### config.mk
export PLATFORM = sky130hd
export DESIGN_NAME = i2c_byte_master
export DESIGN_NICKNAME = d
export VERILOG_FILES = /design/src/rtl/i2c_bm_pkg.sv /design/src/rtl/i2c_bm_sync.sv /design/src/rtl/i2c_bm_tick.sv /design/src/rtl/i2c_bm_engine.sv /design/src/rtl/i2c_byte_master.sv
export SDC_FILE = /design/constraint.sdc
export NUM_CORES = 1
export LEC_CHECK = 0
export CAP_MARGIN = 20
export CORE_MARGIN = 2
export CORE_UTILIZATION = 30
export CTS_BUF_LIST = sky130_fd_sc_hd__clkbuf_8
export CTS_CLUSTER_SIZE = 30
export DETAILED_ROUTE_END_ITERATION = 10
export DONT_BUFFER_PORTS = 1
export PLACE_DENSITY = 0.42
export SLEW_MARGIN = 20
export SYNTH_ARGS = -nofsm -noshare
export SYNTH_HDL_FRONTEND = slang
export SYNTH_SLANG_ARGS = --single-unit
export TNS_END_PERCENT = 5
### constraint.sdc
create_clock -name clk -period 6.3 [get_ports clk]
set_clock_uncertainty 0.15 [all_clocks]
set_input_delay 1.26 -clock clk [delete_from_list [all_inputs] [get_ports clk]]
set_output_delay 1.26 -clock clk [all_outputs]
set_load 0.02 [all_outputs]
### src/rtl/i2c_bm_pkg.sv
package i2c_bm_pkg;

    localparam int DATA_W = 8;
    localparam int DIV_W  = 4;

    localparam logic [1:0] REG_CTRL = 2'd0;
    localparam logic [1:0] REG_STAT = 2'd1;
    localparam logic [1:0] REG_DATA = 2'd2;
    localparam logic [1:0] REG_OWN  = 2'd3;

    typedef enum logic [1:0] {
        MODE_SRX = 2'b00,
        MODE_STX = 2'b01,
        MODE_MRX = 2'b10,
        MODE_MTX = 2'b11
    } bm_mode_e;

    typedef enum logic [1:0] {
        CMD_START,
        CMD_NEXT,
        CMD_RESTART,
        CMD_STOP
    } bm_cmd_e;

    typedef enum logic [3:0] {
        ST_IDLE,
        ST_START1,
        ST_START2,
        ST_BIT,
        ST_HOLD,
        ST_RS1,
        ST_RS2,
        ST_STOP1,
        ST_STOP2,
        ST_STOP3,
        ST_STOP4
    } bm_state_e;

endpackage

### src/rtl/i2c_bm_sync.sv
module i2c_bm_sync #(
    parameter int W      = 2,
    parameter int STAGES = 2
) (
    input  logic         clk,
    input  logic         rst_n,
    input  logic [W-1:0] d_i,
    output logic [W-1:0] q_o
);
    logic [STAGES-1:0][W-1:0] pipe_d, pipe_q;

    // stage 0 takes the raw line, each later stage the one before
    generate
        for (genvar s = 0; s < STAGES; s++) begin : g_stage
            if (s == 0) begin : g_first
                always_comb pipe_d[s] = d_i;
            end else begin : g_next
                always_comb pipe_d[s] = pipe_q[s-1];
            end
        end
    endgenerate

    always_ff @(posedge clk or negedge rst_n) begin
        if (!rst_n) pipe_q <= '1;   // idle bus reads high
        else        pipe_q <= pipe_d;
    end

    assign q_o = pipe_q[STAGES-1];
endmodule

### src/rtl/i2c_bm_tick.sv
module i2c_bm_tick #(
    parameter int PRE_LO = 16,
    parameter int PRE_HI = 512,
    parameter int DIV_W  = 4
) (
    input  logic             clk,
    input  logic             rst_n,
    input  logic             presc_hi,
    input  logic [DIV_W-1:0] div,
    output logic             tick
);
    // four quarter ticks make one SCL period
    localparam int Q_LO    = PRE_LO / 4;
    localparam int Q_HI    = PRE_HI / 4;
    localparam int CNT_MAX = Q_HI * (1 << DIV_W);
    localparam int CW      = $clog2(CNT_MAX);

    logic [CW:0] unit, limit;
    logic [CW:0] cnt_d, cnt_q;

    always_comb begin
        unit  = presc_hi ? (CW+1)'(Q_HI) : (CW+1)'(Q_LO);
        limit = unit * ((CW+1)'(div) + (CW+1)'(1)) - (CW+1)'(1);
        tick  = (cnt_q >= limit);
        cnt_d = tick ? '0 : cnt_q + (CW+1)'(1);
    end

    always_ff @(posedge clk or negedge rst_n) begin
        if (!rst_n) cnt_q <= '0;
        else        cnt_q <= cnt_d;
    end
endmodule

### src/rtl/i2c_bm_engine.sv
module i2c_bm_engine
    import i2c_bm_pkg::*;
#(
    parameter int BYTE_W = 8
) (
    input  logic              clk,
    input  logic              rst_n,
    input  logic              tick,
    input  logic              scl_s,
    input  logic              sda_s,
    input  logic              cmd_valid,
    input  bm_cmd_e           cmd,
    input  logic [BYTE_W-1:0] cmd_byte,
    input  logic              cmd_rx,
    input  logic              ack_en,
    output logic              scl_low,
    output logic              sda_low,
    output logic              busy,
    output logic              holding,
    output logic              in_byte,
    output logic              done,
    output logic              done_rx,
    output logic [BYTE_W-1:0] rx_byte,
    output logic              ack_bit
);
    localparam int BW = $clog2(BYTE_W + 1);
    localparam logic [BW-1:0] LAST = BW'(BYTE_W);

    typedef struct packed {
        bm_state_e         st;
        logic [1:0]        q;
        logic [BW-1:0]     bitn;
        logic [BYTE_W-1:0] sh;
        logic              rx;
        logic              scl_low;
        logic              sda_low;
    } eng_t;

    eng_t eng_d, eng_q;

    always_comb begin
        eng_d = eng_q;
        unique case (eng_q.st)
            ST_IDLE: begin
                eng_d.scl_low = 1'b0;
                eng_d.sda_low = 1'b0;
                if (cmd_valid && cmd == CMD_START) begin
                    eng_d.st = ST_START1;
                    eng_d.sh = cmd_byte;
                end
            end
            ST_START1: if (tick && scl_s) begin
                eng_d.sda_low = 1'b1;
                eng_d.st      = ST_START2;
            end
            ST_START2: if (tick) begin
                eng_d.scl_low = 1'b1;
                eng_d.st      = ST_BIT;
                eng_d.q       = 2'd0;
                eng_d.bitn    = '0;
                eng_d.rx      = 1'b0;
            end
            ST_BIT: if (tick) begin
                unique case (eng_q.q)
                    2'd0: begin
                        // SCL is low here: set up the next bit
                        if (eng_q.bitn == LAST)
                            eng_d.sda_low = eng_q.rx & ack_en;
                        else
                            eng_d.sda_low = ~eng_q.rx & ~eng_q.sh[BYTE_W-1];
                        eng_d.q = 2'd1;
                    end
                    2'd1: begin
                        eng_d.scl_low = 1'b0;
                        eng_d.q       = 2'd2;
                    end
                    2'd2: if (scl_s) eng_d.q = 2'd3;   // waits out a stretch
                    default: begin
                        eng_d.scl_low = 1'b1;
                        eng_d.q       = 2'd0;
                        if (eng_q.bitn == LAST) begin
                            eng_d.st = ST_HOLD;
                        end else begin
                            eng_d.sh   = {eng_q.sh[BYTE_W-2:0], sda_s};
                            eng_d.bitn = eng_q.bitn + BW'(1);
                        end
                    end
                endcase
            end
            ST_HOLD: begin
                if (cmd_valid) begin
                    unique case (cmd)
                        CMD_NEXT: begin
                            eng_d.st   = ST_BIT;
                            eng_d.q    = 2'd0;
                            eng_d.bitn = '0;
                            eng_d.sh   = cmd_byte;
                            eng_d.rx   = cmd_rx;
                        end
                        CMD_RESTART: begin
                            eng_d.st = ST_RS1;
                            eng_d.sh = cmd_byte;
                        end
                        CMD_STOP: eng_d.st = ST_STOP1;
                        default: ;
                    endcase
                end else if (tick) begin
                    eng_d.sda_low = 1'b0;   // let go of a driven ACK
                end
            end
            ST_RS1: if (tick) begin
                eng_d.sda_low = 1'b0;
                eng_d.st      = ST_RS2;
            end
            ST_RS2: if (tick) begin
                eng_d.scl_low = 1'b0;
                eng_d.st      = ST_START1;
            end
            ST_STOP1: if (tick) begin
                eng_d.sda_low = 1'b1;
                eng_d.st      = ST_STOP2;
            end
            ST_STOP2: if (tick) begin
                eng_d.scl_low = 1'b0;
                eng_d.st      = ST_STOP3;
            end
            ST_STOP3: if (tick && scl_s) begin
                eng_d.sda_low = 1'b0;
                eng_d.st      = ST_STOP4;
            end
            ST_STOP4: if (tick) eng_d.st = ST_IDLE;
            default: eng_d.st = ST_IDLE;
        endcase
    end

    always_ff @(posedge clk or negedge rst_n) begin
        if (!rst_n) eng_q <= '{st: ST_IDLE, q: 2'd0, bitn: '0, sh: '0,
                               rx: 1'b0, scl_low: 1'b0, sda_low: 1'b0};
        else        eng_q <= eng_d;
    end

    assign scl_low = eng_q.scl_low;
    assign sda_low = eng_q.sda_low;
    assign busy    = (eng_q.st != ST_IDLE);
    assign holding = (eng_q.st == ST_HOLD);
    assign in_byte = (eng_q.st == ST_BIT);
    assign done    = tick && in_byte && (eng_q.q == 2'd3) && (eng_q.bitn == LAST);
    assign done_rx = eng_q.rx;
    assign rx_byte = eng_q.sh;
    assign ack_bit = sda_s;
endmodule

### src/rtl/i2c_byte_master.sv
module i2c_byte_master
    import i2c_bm_pkg::*;
#(
    parameter int          PRE_LO       = 16,
    parameter int          PRE_HI       = 512,
    parameter logic [7:0]  OWN_ADDR_RST = 8'h24
) (
    input  logic       clk,
    input  logic       rst_n,
    input  logic       reg_wr,
    input  logic [1:0] reg_addr,
    input  logic [7:0] reg_wdata,
    output logic [7:0] reg_rdata,
    output logic       irq,
    input  logic       scl_i,
    output logic       scl_oe,
    input  logic       sda_i,
    output logic       sda_oe
);
    typedef struct packed {
        logic [DIV_W-1:0]  div;
        logic              pend;
        logic              int_en;
        logic              presc_hi;
        logic              ack_en;
        bm_mode_e          mode;
        logic              oe;
        logic [DATA_W-1:0] data;
        logic [DATA_W-1:0] own;
        logic              nack;
        logic              rs_req;
        logic              stop_req;
    } regs_t;

    regs_t regs_d, regs_q;

    logic              tick;
    logic [1:0]        pins_s;
    logic              cmd_valid;
    bm_cmd_e           cmd;
    logic [DATA_W-1:0] cmd_byte;
    logic              cmd_rx;
    logic              eng_busy, eng_hold, eng_in_byte, eng_done, eng_done_rx, eng_ack;
    logic [DATA_W-1:0] eng_rx_byte;
    logic              st_pend;

    i2c_bm_sync #(.W(2), .STAGES(2)) u_sync (
        .clk(clk), .rst_n(rst_n), .d_i({scl_i, sda_i}), .q_o(pins_s)
    );

    i2c_bm_tick #(.PRE_LO(PRE_LO), .PRE_HI(PRE_HI), .DIV_W(DIV_W)) u_tick (
        .clk(clk), .rst_n(rst_n), .presc_hi(regs_q.presc_hi),
        .div(regs_q.div), .tick(tick)
    );

    i2c_bm_engine #(.BYTE_W(DATA_W)) u_eng (
        .clk(clk), .rst_n(rst_n), .tick(tick),
        .scl_s(pins_s[1]), .sda_s(pins_s[0]),
        .cmd_valid(cmd_valid), .cmd(cmd), .cmd_byte(cmd_byte), .cmd_rx(cmd_rx),
        .ack_en(regs_q.ack_en),
        .scl_low(scl_oe), .sda_low(sda_oe),
        .busy(eng_busy), .holding(eng_hold), .in_byte(eng_in_byte),
        .done(eng_done), .done_rx(eng_done_rx), .rx_byte(eng_rx_byte),
        .ack_bit(eng_ack)
    );

    always_comb begin
        regs_d    = regs_q;
        cmd_valid = 1'b0;
        cmd       = CMD_NEXT;
        cmd_byte  = regs_q.data;
        cmd_rx    = 1'b0;
        if (reg_wr) begin
            unique case (reg_addr)
                REG_CTRL: begin
                    regs_d.div      = reg_wdata[3:0];
                    regs_d.int_en   = reg_wdata[5];
                    regs_d.presc_hi = reg_wdata[6];
                    regs_d.ack_en   = reg_wdata[7];
                    if (!reg_wdata[4]) begin
                        regs_d.pend = 1'b0;
                        if (regs_q.pend && eng_hold) begin
                            cmd_valid = 1'b1;
                            if (regs_q.stop_req) begin
                                cmd             = CMD_STOP;
                                regs_d.stop_req = 1'b0;
                                regs_d.rs_req   = 1'b0;
                            end else if (regs_q.rs_req) begin
                                cmd           = CMD_RESTART;
                                regs_d.rs_req = 1'b0;
                            end else begin
                                cmd    = CMD_NEXT;
                                cmd_rx = (regs_q.mode == MODE_MRX);
                            end
                        end
                    end
                end
                REG_STAT: begin
                    regs_d.mode = bm_mode_e'(reg_wdata[7:6]);
                    regs_d.oe   = reg_wdata[4];
                    if (reg_wdata[5] && reg_wdata[7] && reg_wdata[4]) begin
                        if (!eng_busy) begin
                            cmd_valid = 1'b1;
                            cmd       = CMD_START;
                        end else begin
                            regs_d.rs_req   = 1'b1;
                            regs_d.stop_req = 1'b0;
                        end
                    end else if (!reg_wdata[5] && eng_busy) begin
                        regs_d.stop_req = 1'b1;
                        regs_d.rs_req   = 1'b0;
                    end
                end
                REG_DATA: regs_d.data = reg_wdata;
                default:  regs_d.own  = reg_wdata;
            endcase
        end
        if (eng_done) begin
            regs_d.pend = 1'b1;
            regs_d.nack = eng_ack;
            if (eng_done_rx) regs_d.data = eng_rx_byte;
        end
    end

    always_ff @(posedge clk or negedge rst_n) begin
        if (!rst_n) regs_q <= '{div: '0, pend: 1'b0, int_en: 1'b0, presc_hi: 1'b0,
                                ack_en: 1'b0, mode: MODE_SRX, oe: 1'b0, data: '0,
                                own: OWN_ADDR_RST, nack: 1'b0, rs_req: 1'b0,
                                stop_req: 1'b0};
        else        regs_q <= regs_d;
    end

    always_comb begin
        unique case (reg_addr)
            REG_CTRL: reg_rdata = {regs_q.ack_en, regs_q.presc_hi, regs_q.int_en,
                                   regs_q.pend, regs_q.div};
            REG_STAT: reg_rdata = {regs_q.mode, eng_busy, regs_q.oe, 3'b000, regs_q.nack};
            REG_DATA: reg_rdata = regs_q.data;
            default:  reg_rdata = regs_q.own;
        endcase
    end

    assign irq     = regs_q.pend & regs_q.int_en;
    assign st_pend = regs_q.pend;
endmodule

## After elaboration in Yosys (flattened, before gate mapping)

Index checks and enable logic that the tools add are counted.

- Add/sub/neg operators: 4
- Reductions and logical operators: 40
- Muxes and demuxes: 77
- Magnitude comparators: 1
- Eq/ne operators: 47
- Bitwise logic cells: 6
- Multiply operators: 1

Operators by type and width:

| kind | number |
|---|---|
| 2-to-1 mux 8 bit | 7 |
| one-hot mux 8 bit (3 select lines) | 2 |
| 2-to-1 mux 4 bit | 11 |
| one-hot mux 4 bit (11 select lines) | 1 |
| 2-to-1 mux 12 bit | 3 |
| != test 2 x 1 -> 1 bit, second input constant | 14 |
| 2-to-1 mux 2 bit | 13 |
| 2-to-1 mux 1 bit | 24 |
| 2-to-1 mux 23 bit | 1 |
| AND reduction 7 bit | 3 |
| 2-to-1 mux 19 bit | 1 |
| 2-to-1 mux 18 bit | 1 |
| != test 2 bit, second input constant | 9 |
| one-hot mux 6 bit (3 select lines) | 1 |
| equality test 4 x 3 -> 1 bit, second input constant | 4 |
| equality test 4 bit, second input constant | 4 |
| AND reduction 14 bit | 1 |
| adder 12 x 1 -> 12 bit, second input constant | 1 |
| equality test 2 bit, second input constant | 6 |
| greater-or-equal comparator 12 bit | 1 |
| multiplier 12 x 12 -> 12 bit | 1 |
| one-hot mux 4 bit (3 select lines) | 1 |
| AND reduction 6 bit | 2 |
| subtractor 12 x 1 -> 12 bit, second input constant | 1 |
| 31 further kinds | 63 |

- Output and inout port bits: 11
- Logic and storage cells: 198
- Bits of input ports: 15
- Register bits: 67

## Logic depth before layout (Yosys ltp)

Gate-level depths: netlist of the first run.

- Depth after elaboration: 11
- Gate-level depth with buffers: 20
- Gate-level depth less buffers: 18

## Modules after synthesis

From an unflattened synthesis of the first run, not the netlist that was laid out.

- Cells, all modules: 464
- Area total of the unflattened synthesis: 4591.9 sq um

Modules (own cells, without submodules):

| module | instances | area each (sq um) | seq. area each (sq um) | cells an instance |
|---|---|---|---|---|
| i2c_bm_engine | 1 | 1680.4 | 525.5 | 199 |
| i2c_byte_master | 1 | 1574.0 | 753.2 | 121 |
| i2c_bm_tick | 1 | 1232.4 | 300.3 | 140 |
| i2c_bm_sync | 1 | 105.1 | 105.1 | 4 |

## Worst setup path before layout of the first run

OpenSTA, ideal clock, no wires.

- Path type: reg2reg
- Start point: reg regs_q[26]
- End point: reg u_eng.eng_q (netlist bit u_eng.rx_byte[0])
- Buffers on the path: 0
- Arrival: 4457 ps
- Required time: 6025 ps
- Setup time: 125 ps
- Clock period less this slack: 4732 ps
- Setup slack: 1568 ps
- Stages on the path, launching flop included: 19
- Cell sequence: dfrtp_1 ha_1 xor2_1 and2_1 inv_1 ha_1 ha_1 fa_1 a21oi_1 nor2b_1 a21o_1 a21oi_1 xor2_1 ha_1 nand4_1 a2111oi_1 a211oi_2 a2111oi_4 mux2_2

- Word-level cells in the longest chain between the ends: 6

Ends and longest elaborated chain:

| element | line | source |
|---|---|---|
| from (decl) | i2c_byte_master.sv:35 | `regs_t regs_d, regs_q;` |
| from (signal assigned) | i2c_byte_master.sv:126 | `if (!rst_n) regs_q <= '{div: '0, pend: 1'b0, int_en: 1'b0, presc_hi: 1'b0,` |
| from (signal assigned) | i2c_byte_master.sv:130 | `else regs_q <= regs_d;` |
| adder 4 x 1 -> 5 bit | i2c_bm_tick.sv:23 | `limit = unit * ((CW+1)'(div) + (CW+1)'(1)) - (CW+1)'(1);` |
| multiplier 12 x 12 -> 12 bit | i2c_bm_tick.sv:23 |  |
| subtractor 12 x 1 -> 12 bit | i2c_bm_tick.sv:23 |  |
| greater-or-equal comparator 12 bit | i2c_bm_tick.sv:24 | `tick = (cnt_q >= limit);` |
| != test 2 x 1 -> 1 bit (no line) | n/a |  |
| AND reduction 7 bit (no line) | n/a |  |
| to (signal assigned) | i2c_bm_engine.sv:137 | `if (!rst_n) eng_q <= '{st: ST_IDLE, q: 2'd0, bitn: '0, sh: '0,` |
| to (signal assigned) | i2c_bm_engine.sv:139 | `else eng_q <= eng_d;` |
| to (decl) | i2c_bm_engine.sv:39 | `eng_t eng_d, eng_q;` |

Every way passes these cells.
A chain may end at the register's enable or synchronous reset.

## Worst setup path after layout of the first run

- Start point: reg regs_q[26]
- End point: reg u_eng.eng_q (netlist bit u_eng.rx_byte[6])

Same word-level chain as after synthesis.

==> flow_summary_export.csv, run 1 <==
group,metric,value,unit
run_status,outcome,"complete, no violations",
power_and_ir_drop,combPwrFrac,0.407,
drt,post_drt_via_cell_ratio,5.15,
power_and_ir_drop,swShare,0.392,
die,row_count,44,
die,dieHeight,125,µm
setup_path,r2r_end,"u_eng.rx_byte[6]$_DFFE_PN0P_",
setup_path,cp-start-kind,"flop",
timing,max_freq,0.189,GHz
power_and_ir_drop,leakagePower,2.18,nW
clock_network,ctsResizeCount,0,
timing,rsz0062_at_grt,"no",
min_path,holdCritStartpoint,"u_sync.pipe_d[3]$_DFF_PN1_",
min_path,hp-class,"flop to flop",
clock_network,cts_hold_buf,0,
timing,finalHoldViolCount,0,
clock_network,clock_sinks,67,
die,chipWidth,125,µm
power_and_ir_drop,power.switching,0.721,mW
setup_path,reg2reg_setup_slack,1010,ps
cells_and_area,insertedDiodeCount,0,
die,placeableCoreArea,14400,µm²
cells_and_area,fin_nets,485,
cells_and_area,mostFrequentLayoutCell,"dfrtp_1",
setup_path,crit_end,"u_eng.rx_byte[6]$_DFFE_PN0P_",
power_and_ir_drop,clkPwrFrac,0.224,
logic_synthesis,synth.distinct_cells,66,
global_route,grt_pass1_wl,17900,µm
clock_network,cts_root_buffer,"clkbuf_8",
timing,tightest_slew,710,ps
setup_path,crit_start,"regs_q[26]$_DFFE_PN0P_",
timing,drv_slew,0,
logic_synthesis,syn_nets,489,
global_route,grt_pass1_vias,3249,
placement,placed_area,4590,µm²
setup_path,reg2reg_from,"regs_q[26]$_DFFE_PN0P_",
setup_path,arrival,5390,ps
setup_path,cp-end-kind,"flop",
drt,ant_nets,0,
setup_path,reg2reg_depth,18,
clock_network,cts.path.max_buffers,2,
logic_synthesis,synth_area_per_cell,10.1,µm²
global_route,grt_max_degree,68,
timing,setup_viol,0,
placement,dp_cells,605,
clock_network,insertion_delay,370,ps
setup_path,worstPathMaxFanout,8,
clock_network,path_clk_slew,80,ps
power_and_ir_drop,p_seq_frac,0.369,
drt,vias,3199,
placement,gp_congestion,0.724,
timing,finalWorstSetupSlack,1010,ps
cells_and_area,drive_above_1_share,0.185,
logic_synthesis,async_flop_share,1.00,
logic_synthesis,yosys_most_used_dff,"dfrtp_1",
drt,routedWlPerCell,17.4,µm
clock_network,cts_setup_buffers,0,
setup_path,critPathKind,"flop to flop",
clock_network,cts_tree,"done",
placement,post-place-ws,1030,ps
drt,drt_iter0_markers,259,
logic_synthesis,netlist_instances,436,
die,fp.dieArea,15700,µm²
clock_network,cts_buffers,9,
drt,wl,10800,µm
placement,hpwlAfterDp,7610,µm
timing,layout_worst_path_cycle_share,0.840,
cells_and_area,multiInputGateArea,2540,µm²
clock_network,cts_max_level,3,
logic_synthesis,ys.warnings.count,0,
cells_and_area,fillers,1467,
cells_and_area,fin_cells,621,
timing,min_period,5290,ps
logic_synthesis,ys_seq_area_frac,0.382,
cells_and_area,fin_area,4810,µm²
die,io_pins,26,
logic_synthesis,ys_ff_latch,67,
setup_path,crit_required,6400,ps
placement,port_buffers,0,
power_and_ir_drop,p_per_area,383,nW/µm²
drt,first_pass_iters,4,
cells_and_area,regArea,1680,µm²
timing,relSlewSlack,0.527,
global_route,overflow,0,
drt,drc,0,
global_route,grt.total_usage,0.147,
cells_and_area,area_delta_synth_final,9.09,%
timing,tns,0,ps
cells_and_area,final_cell_mix,"61 x dfrtp_1, 52 x nand2_1, 42 x mux2_2, 37 x ha_1, 30 x inv_1",
run,maxCapViolations,0,
power_and_ir_drop,p_int,1.12,mW
die,start_util,0.305,
global_route,grt_antenna_before_repair,0,
logic_synthesis,syn_area,4410,µm²
logic_synthesis,synth_edf_count,0,
power_and_ir_drop,vdd_ir_drop_max,0.163,mV
## power by group through the flow
stage,clock network [mW],logic (mW),registers (mW)
detailed placement,0,0.755,0.687
finish,0.411,0.749,0.679
global route,0.445,0.863,0.701
CTS,0.425,0.760,0.678
global placement,0,0.746,0.685
floorplan,0,0.652,0.614
## state kept, by name, indices dropped and copies added, names as in the netlist, 2 cells and up
signal	count
u_sync.q_o	2
u_eng.rx_byte	8
u_eng.eng_q	10
u_tick.cnt_q	12
regs_q	21
cmd_byte	8
u_sync.pipe_d	2
## worst min path at each step
| stage | slack (ps) | endpoint | depth (start not counted) |
|---|---|---|---|
| 2_1_floorplan | 200 | u_sync.q_o[0]$_DFF_PN1_ | 0 |
| 3_3_place_gp | 200 | u_sync.q_o[0]$_DFF_PN1_ | 0 |
| 3_5_place_dp | 200 | u_sync.q_o[1]$_DFF_PN1_ | 0 |
| 4_1_cts | 210 | u_sync.q_o[1]$_DFF_PN1_ | 0 |
| 5_1_grt | 220 | u_sync.q_o[1]$_DFF_PN1_ | 0 |
| 6_report | 210 | u_sync.q_o[1]$_DFF_PN1_ | 0 |
## layout make-up
cell class / count / share of cell area
Multi-Input combinational cell: 322 / 0.529
Sequential cell: 67 / 0.350
Tap cell: 184 / 0.0479
Clock buffer: 10 / 0.0286
Inverter: 29 / 0.0227
Clock inverter: 6 / 0.0169
Timing Repair Buffer: 3 / 0.00469
## cell usage after synthesis (2+ instances only)
cell | number | area (µm²)
a211o_1 | 2 | 17.5
a211oi_1 | 4 | 30.0
a21o_1 | 4 | 30.0
a21oi_1 | 13 | 65.1
a31oi_1 | 3 | 18.8
and2_1 | 6 | 37.5
and3_1 | 6 | 37.5
and3b_1 | 2 | 17.5
and4_1 | 2 | 17.5
buf_1 | 2 | 7.51
buf_2 | 4 | 20.0
clkbuf_1 | 11 | 41.3
dfrtp_1 | 61 | 1530
dfstp_2 | 6 | 158
ha_1 | 37 | 463
inv_1 | 29 | 109
mux2_2 | 42 | 473
mux2i_1 | 7 | 70.1
mux4_2 | 5 | 113
nand2_1 | 52 | 195
nand2b_1 | 5 | 31.3
nand3_1 | 14 | 70.1
nand3b_1 | 2 | 15.0
nand4_1 | 4 | 25.0
nor2_1 | 19 | 71.3
nor2b_1 | 4 | 25.0
nor3_1 | 4 | 20.0
nor4_1 | 2 | 12.5
o211ai_1 | 2 | 15.0
o21ai_0 | 21 | 105
o221ai_1 | 2 | 17.5
o22ai_1 | 4 | 25.0
o2bb2ai_1 | 3 | 26.3
or3_1 | 3 | 18.8
xnor2_1 | 8 | 70.1
xor2_1 | 11 | 96.3
## layer usage
metal,vias to the layer above,share of wire,track usage,wire (µm)
met5,-,0,0,0
met3,8,0.044,0.0415,478
li1,1560,-,-,-
met2,57,0.47,0.231,5040
met1,1574,0.48,0.200,5220
met4,0,0.0088,0.0353,95
## metrics by stage
stage,power (mW),utilization,hold slack [ps]
final,1.84,0.333,208
after global routing,2.01,0.333,219
after CTS,1.86,0.333,210
after detailed placement,1.44,0.318,199
after global placement,1.43,0.318,197
after floorplan,1.27,-,195
## worst max-delay path: stages, from the launching register on
cell	delay (ps)
dfrtp_1	450
ha_1	280
xor2_1	180
and2_1	170
inv_1	50
ha_1	290
ha_1	230
fa_1	410
a21oi_1	150
nor2b_1	80
a21o_1	180
a21oi_1	160
xor2_1	90
ha_1	290
nand4_1	150
a2111oi_1	550
a211oi_2	210
a2111oi_4	700
mux2_2	410
## cells by family (layout without fill, tap and decap cells)
| group | count (synthesis) | in the layout | share of synthesized area |
|---|---|---|---|
| buf+inv | 47 | 48 | 0.0420 |
| fa+ha+maj | 38 | 38 | 0.110 |
| xor+xnor | 19 | 19 | 0.0378 |
| flops | 67 | 67 | 0.382 |
| compound gates | 77 | 77 | 0.124 |
| mux | 54 | 54 | 0.149 |
| simple gates | 134 | 134 | 0.156 |
No activity file was read; power rests on OpenSTA's default activity.
==> inputs of run 2 (changes only) <==
--- a/config.mk
+++ b/config.mk
@@ -5,6 +5,7 @@
 export SDC_FILE = /design/constraint.sdc
 export NUM_CORES = 1
 export LEC_CHECK = 0
+export ABC_AREA = 1
 export CAP_MARGIN = 20
 export CORE_MARGIN = 2
 export CORE_UTILIZATION = 30
@@ -12,7 +13,7 @@
 export CTS_CLUSTER_SIZE = 30
 export DETAILED_ROUTE_END_ITERATION = 10
 export DONT_BUFFER_PORTS = 1
-export PLACE_DENSITY = 0.42
+export PLACE_DENSITY = 0.43
 export SLEW_MARGIN = 20
 export SYNTH_ARGS = -nofsm -noshare
 export SYNTH_HDL_FRONTEND = slang
==> constraint.sdc (replaced) <==
create_clock -name clk -period 4.8 [get_ports clk]
set_clock_uncertainty 0.15 [all_clocks]
set_input_delay 0.96 -clock clk [delete_from_list [all_inputs] [get_ports clk]]
set_output_delay 0.96 -clock clk [all_outputs]
set_load 0.02 [all_outputs]
==> flow_summary_export.csv, run 2 <==
group,metric,value,unit
run_status,outcome,"complete, no violations",
timing,max_freq,0.232,GHz
cells_and_area,fin_nets,651,
timing,finalWorstSetupSlack,481,ps
cells_and_area,largest_reg_flops,21,
die,fp.dieArea,16100,µm²
global_route,grt.total_usage,0.152,
global_route,grt_antenna_before_repair,0,
logic_synthesis,async_flop_share,1.00,
die,chipWidth,127,µm
logic_synthesis,ys_seq_area_frac,0.372,
logic_synthesis,synthTopCellsByArea,"dfrtp_1 34%, nand2_1 15%, ha_1 10%",
placement,post-place-ws,469,ps
die,start_util,0.309,
setup_path,worstPathMaxFanout,6,
clock_network,path_clk_slew,80,ps
power_and_ir_drop,leakagePower,2.50,nW
drt,ant_nets,0,
logic_synthesis,syn_area,4530,µm²
clock_network,cts_setup_buffers,0,
placement,dp_cells,771,
logic_synthesis,synthMostInstantiatedCell,"nand2_1",
clock_network,cts_root_buffer,"clkbuf_8",
die,row_count,44,
drt,vias,3704,
cells_and_area,mostFrequentLayoutCell,"nand2_1",
clock_network,insertion_delay,360,ps
placement,gp_congestion,0.866,
logic_synthesis,syn_nets,647,
setup_path,critPathKind,"flop to flop",
placement,hpwlAfterDp,8540,µm
min_path,hp-class,"input port to async pin",
cells_and_area,largestRegisters,"regs_q (21), u_tick.cnt_q (12), u_eng.eng_q (10)",
timing,relSlewSlack,0.624,
die,placeableCoreArea,14600,µm²
cells_and_area,area_delta_synth_final,9.31,%
clock_network,ctsResizeCount,0,
placement,port_buffers,0,
global_route,grt_pass1_vias,3775,
logic_synthesis,synth_area_per_cell,7.63,µm²
clock_network,cts_max_level,3,
logic_synthesis,yosys_most_used_dff,"dfrtp_1",
timing,finalHoldViolCount,0,
setup_path,cp-end-kind,"flop",
logic_synthesis,synth_top_cell_area_share,0.337,
setup_path,arrival,4430,ps
setup_path,crit_required,4910,ps
timing,setup_viol,0,
logic_synthesis,ys.warnings.count,0,
clock_network,cts_hold_buf,0,
timing,layout_worst_path_cycle_share,0.900,
logic_synthesis,synth_edf_count,0,
cells_and_area,drive_above_1_share,0.113,
logic_synthesis,netlist_instances,594,
clock_network,cts_buffers,9,
global_route,grt_max_degree,68,
die,dieHeight,127,µm
timing,min_period,4320,ps
setup_path,cp-start-kind,"flop",
die,io_pins,26,
drt,routedWlPerCell,14.1,µm
drt,post_drt_via_cell_ratio,4.71,
power_and_ir_drop,vdd_ir_drop_max,0.160,mV
drt,drc,0,
cells_and_area,fin_cells,787,
clock_network,clock_sinks,67,
timing,tightest_slew,563,ps
clock_network,cts.path.max_buffers,2,
global_route,grt_pass1_wl,19300,µm
run,maxCapViolations,0,
drt,drt_iter0_markers,191,
timing,tns,0,ps
logic_synthesis,synth_area_leader_cell,"dfrtp_1",
logic_synthesis,synth.distinct_cells,43,
power_and_ir_drop,power.total,2.72,mW
timing,drv_slew,0,
drt,wl,11100,µm
global_route,overflow,0,
timing,rsz0062_at_grt,"no",
power_and_ir_drop,p_per_area,550,nW/µm²
cells_and_area,final_cell_mix,"187 x nand2_1, 61 x dfrtp_1, 56 x inv_1, 47 x o21ai_0, 44 x nor2_1",
clock_network,cts_tree,"done",
cells_and_area,regMostFlops,"regs_q",
cells_and_area,insertedDiodeCount,0,
logic_synthesis,ys_ff_latch,67,
drt,first_pass_iters,4,
logic_synthesis,synth_common_cells,"187 x nand2_1, 61 x dfrtp_1, 56 x inv_1",
run 2: cell count changes after synthesis, sizes merged, moves of 7 or more:
cell / delta
nand3: +21
nand2: +146
clkbuf: -7
mux2: -42
inv: +37
nor2: +42
mux2i: -7
a21oi: +7
o21ai: +35
run 2: per-layer routing:
metal / track usage / vias to the layer above / part of all wire
li1: - / 1928 / -
met2: 0.238 / 52 / 0.44
met5: 0 / - / 0
met4: 0.0575 / 0 / 0.020
met1: 0.204 / 1710 / 0.50
met3: 0.0337 / 14 / 0.036
run 2: critical path, stage by stage, from the launching register on:
cell and delay, ps:
dfrtp_1 440, ha_1 250, xnor2_1 140, nor2_1 140
inv_1 60, ha_1 290, ha_1 220, fa_1 400
nand2_1 80, a21oi_1 90, nand2_1 70, nand2_1 40
a21oi_1 140, xor2_1 90, ha_1 280, nand2_1 60
nor2_1 140, nand3_1 120, nand3_1 270, nand2_1 160
nand2_1 140, inv_1 110, nor2_8 110, nand3_2 100
nand2_1 70, nand2_1 50
run 2: cells by family after synthesis:
logic type / synth area share
simple gates: 0.320
compound gates: 0.109
buf+inv: 0.0677
xor+xnor: 0.0251
fa+ha+maj: 0.107
flops: 0.372
run 2: stage by stage:
step / utilization / cell area, µm² / hold WS [ps]
after global routing: 0.338 / 4950 / 104
after global placement: 0.323 / 4730 / 196
after floorplan: - / 4530 / 195
final: 0.338 / 4950 / 137
after CTS: 0.338 / 4950 / 108
after detailed placement: 0.323 / 4730 / 200
run 2: path summary, 6_finish.rpt:
| path | start | to | slack [ps] | depth (start not counted) |
|---|---|---|---|---|
| max | regs_q[26]$_DFFE_PN0P_ | u_eng.eng_q[17]$_DFFE_PN0P_ | 480 | 25 |
| min | rst_n | cmd_byte[3]$_DFF_PN0_ | 140 | 0 |
| max reg2reg | regs_q[26]$_DFFE_PN0P_ | u_eng.eng_q[17]$_DFFE_PN0P_ | 480 | 25 |
| min reg2reg | u_sync.pipe_d[2]$_DFF_PN1_ | u_sync.q_o[0]$_DFF_PN1_ | 210 | 0 |
| max in group asynchronous | rst_n | regs_q[8]$_DFFE_PN1P_ | 4160 | 0 |
| min in group clk | u_sync.pipe_d[2]$_DFF_PN1_ | u_sync.q_o[0]$_DFF_PN1_ | 210 | 0 |
run 2: power by group:
part           internal [mW]  switching (mW)  total [mW]
clock                  0.306           0.238       0.544
combinational          0.462           0.853        1.32
sequential             0.714           0.152       0.866
total                   1.48            1.24        2.72
run 2: cell type report:
cell class,instances,area [µm²]
flip-flops and latches,67,1680
fillers,1598,9690
repair buffers,2,15.0
clock inverters,6,88.8
multi-input cells,451,2540
inverters,67,256
clock buffers,10,138
well taps,184,230
==> inputs of run 3 (changes only) <==
--- a/config.mk
+++ b/config.mk
@@ -5,7 +5,6 @@
 export SDC_FILE = /design/constraint.sdc
 export NUM_CORES = 1
 export LEC_CHECK = 0
-export ABC_AREA = 1
 export CAP_MARGIN = 20
 export CORE_MARGIN = 2
 export CORE_UTILIZATION = 30
==> flow_summary_export.csv, run 3 (synthesized netlist as in run 1, its figures left out) <==
group,metric,value,unit
setup_path,r2r_end,"u_eng.sda_low$_DFFE_PN0P_",
timing,max_freq,0.221,GHz
cells_and_area,insertedDiodeCount,0,
run,maxCapViolations,0,
setup_path,cp-end-kind,"flop",
clock_network,insertion_delay,360,ps
cells_and_area,largest_reg_flops,21,
setup_path,crit_end,"u_eng.sda_low$_DFFE_PN0P_",
power_and_ir_drop,power.total,2.50,mW
cells_and_area,fin_nets,501,
power_and_ir_drop,power.switching,0.981,mW
timing,min_period,4520,ps
placement,hpwlAfterDp,7590,µm
setup_path,crit_start,"regs_q[26]$_DFFE_PN0P_",
global_route,grt_pass1_wl,17700,µm
setup_path,critPathKind,"flop to flop",
placement,gp_congestion,0.761,
cells_and_area,area_delta_synth_final,13.1,%
die,row_count,44,
cells_and_area,regArea,1690,µm²
clock_network,path_clk_slew,90,ps
power_and_ir_drop,p_per_area,502,nW/µm²
timing,drv_slew,0,
placement,placed_area,4690,µm²
cells_and_area,fin_area,4980,µm²
die,fp.dieArea,15700,µm²
drt,wl,10600,µm
global_route,grt_antenna_before_repair,0,
placement,port_buffers,0,
setup_path,crit_required,4900,ps
cells_and_area,largestRegisters,"regs_q (21), u_tick.cnt_q (12), u_eng.eng_q (10)",
drt,routedWlPerCell,16.7,µm
global_route,grt.total_usage,0.142,
placement,post-place-ws,69.4,ps
clock_network,cts_max_level,3,
clock_network,cts.path.max_buffers,2,
drt,ant_nets,0,
power_and_ir_drop,swShare,0.392,
clock_network,cts_hold_buf,0,
cells_and_area,fillers,1464,
drt,drt_iter0_markers,216,
timing,layout_worst_path_cycle_share,0.941,
drt,first_pass_iters,4,
cells_and_area,multiInputGateArea,2590,µm²
timing,finalWorstSetupSlack,281,ps
timing,tightest_slew,661,ps
drt,vias,3308,
setup_path,worstPathMaxFanout,8,
drt,drc,0,
die,dieHeight,125,µm
die,placeableCoreArea,14400,µm²
cells_and_area,regMostFlops,"regs_q",
setup_path,reg2reg_from,"regs_q[26]$_DFFE_PN0P_",
cells_and_area,drive_above_1_share,0.234,
power_and_ir_drop,leakagePower,2.26,nW
setup_path,cp-start-kind,"flop",
global_route,grt_max_degree,68,
clock_network,cts_root_buffer,"clkbuf_8",
power_and_ir_drop,p_int,1.52,mW
min_path,hp-class,"input port to async pin",
power_and_ir_drop,p_seq_frac,0.339,
power_and_ir_drop,vdd_ir_drop_max,0.152,mV
global_route,grt_pass1_vias,3321,
timing,finalHoldViolCount,0,
power_and_ir_drop,clkPwrFrac,0.213,
timing,setup_viol,0,
global_route,overflow,0,
run_status,outcome,"complete, no violations",
setup_path,reg2reg_setup_slack,280,ps
die,chipWidth,125,µm
cells_and_area,final_cell_mix,"60 x dfrtp_1, 52 x nand2_1, 42 x mux2_2, 35 x ha_1, 30 x inv_1",
drt,post_drt_via_cell_ratio,5.19,
timing,relSlewSlack,0.555,
setup_path,reg2reg_depth,19,
die,io_pins,26,
clock_network,cts_tree,"done",
power_and_ir_drop,combPwrFrac,0.448,
setup_path,arrival,4620,ps
clock_network,cts_buffers,9,
die,start_util,0.305,
clock_network,clock_sinks,67,
cells_and_area,mostFrequentLayoutCell,"dfrtp_1",
[run 3: changes by cell type in the layout (fill, tap and decap cells not counted), moves of 18 or more]
cell     before  now
o21ai_0      47   20
nor2_1       44   19
nand2_1     187   52
inv_1        56   30
mux2_2        0   42
nand3_1      32   14
[run 3: worst min path at each step]
stage	start	to	slack [ps]	cells after the start
4_1_cts	rst_n	u_eng.scl_low$_DFFE_PN0P_	110	0
3_5_place_dp	u_sync.pipe_d[3]$_DFF_PN1_	u_sync.q_o[1]$_DFF_PN1_	200	0
2_1_floorplan	u_sync.pipe_d[2]$_DFF_PN1_	u_sync.q_o[0]$_DFF_PN1_	200	0
6_report	rst_n	u_eng.rx_byte[1]$_DFFE_PN0P_	150	0
3_3_place_gp	u_sync.pipe_d[3]$_DFF_PN1_	u_sync.q_o[1]$_DFF_PN1_	200	0
5_1_grt	rst_n	u_eng.rx_byte[1]$_DFFE_PN0P_	100	0
[run 3: critical path, cell delays in order, from the launching register on]
cell	delay (ps)
dfrtp_1	380
ha_2	220
xor2_2	180
and2_4	170
inv_1	40
ha_1	280
ha_1	230
fa_2	360
a21oi_1	140
nor2b_1	80
a21o_1	180
a21oi_1	160
xor2_1	170
ha_1	250
nand4_1	170
nand2b_1	130
a211o_1	360
buf_4	190
o221ai_1	220
mux2_2	350
[run 3: area by class of cell]
| class | instances | area share |
|---|---|---|
| Multi-Input combinational cell | 322 | 0.521 |
| Inverter | 29 | 0.0218 |
| Sequential cell | 67 | 0.338 |
| Timing Repair Buffer | 19 | 0.0294 |
| Tap cell | 184 | 0.0462 |
| Clock inverter | 7 | 0.0188 |
| Clock buffer | 9 | 0.0249 |
[run 3: power groups by stage]
| stage | clock network [mW] | registers, mW | logic [mW] |
|---|---|---|---|
| floorplan | 0 | 0.806 | 0.856 |
| global placement | 0 | 0.857 | 1.05 |
| detailed placement | 0 | 0.859 | 1.07 |
| CTS | 0.551 | 0.849 | 1.07 |
| global route | 0.582 | 0.872 | 1.26 |
| finish | 0.531 | 0.849 | 1.12 |
[run 3: metal layers]
metal  GRT usage  up-vias  routed length (µm)
met1       0.188     1655                5020
met4      0.0412        0                  72
met5           0        -                   0
met3      0.0462        4                 478
li1            -     1593                   -
met2       0.222       56                5040
[run 3: per-stage QoR]
step / utilization / TNS (ps) / hold slack, ps / std cells
2_1_floorplan: - / 0 / 195 / 436
3_3_place_gp: 0.325 / 0 / 196 / 619
3_5_place_dp: 0.325 / 0 / 197 / 619
4_1_cts: 0.340 / 0 / 113 / 635
5_1_grt: 0.346 / -2.00 / 96.7 / 637
6_report: 0.346 / 0 / 147 / 637
[run 3: timing repair]
item	in CTS	in global routing
resized for setup	0	12
buffers inserted	0	2
endpoints found under the setup margin	0	31
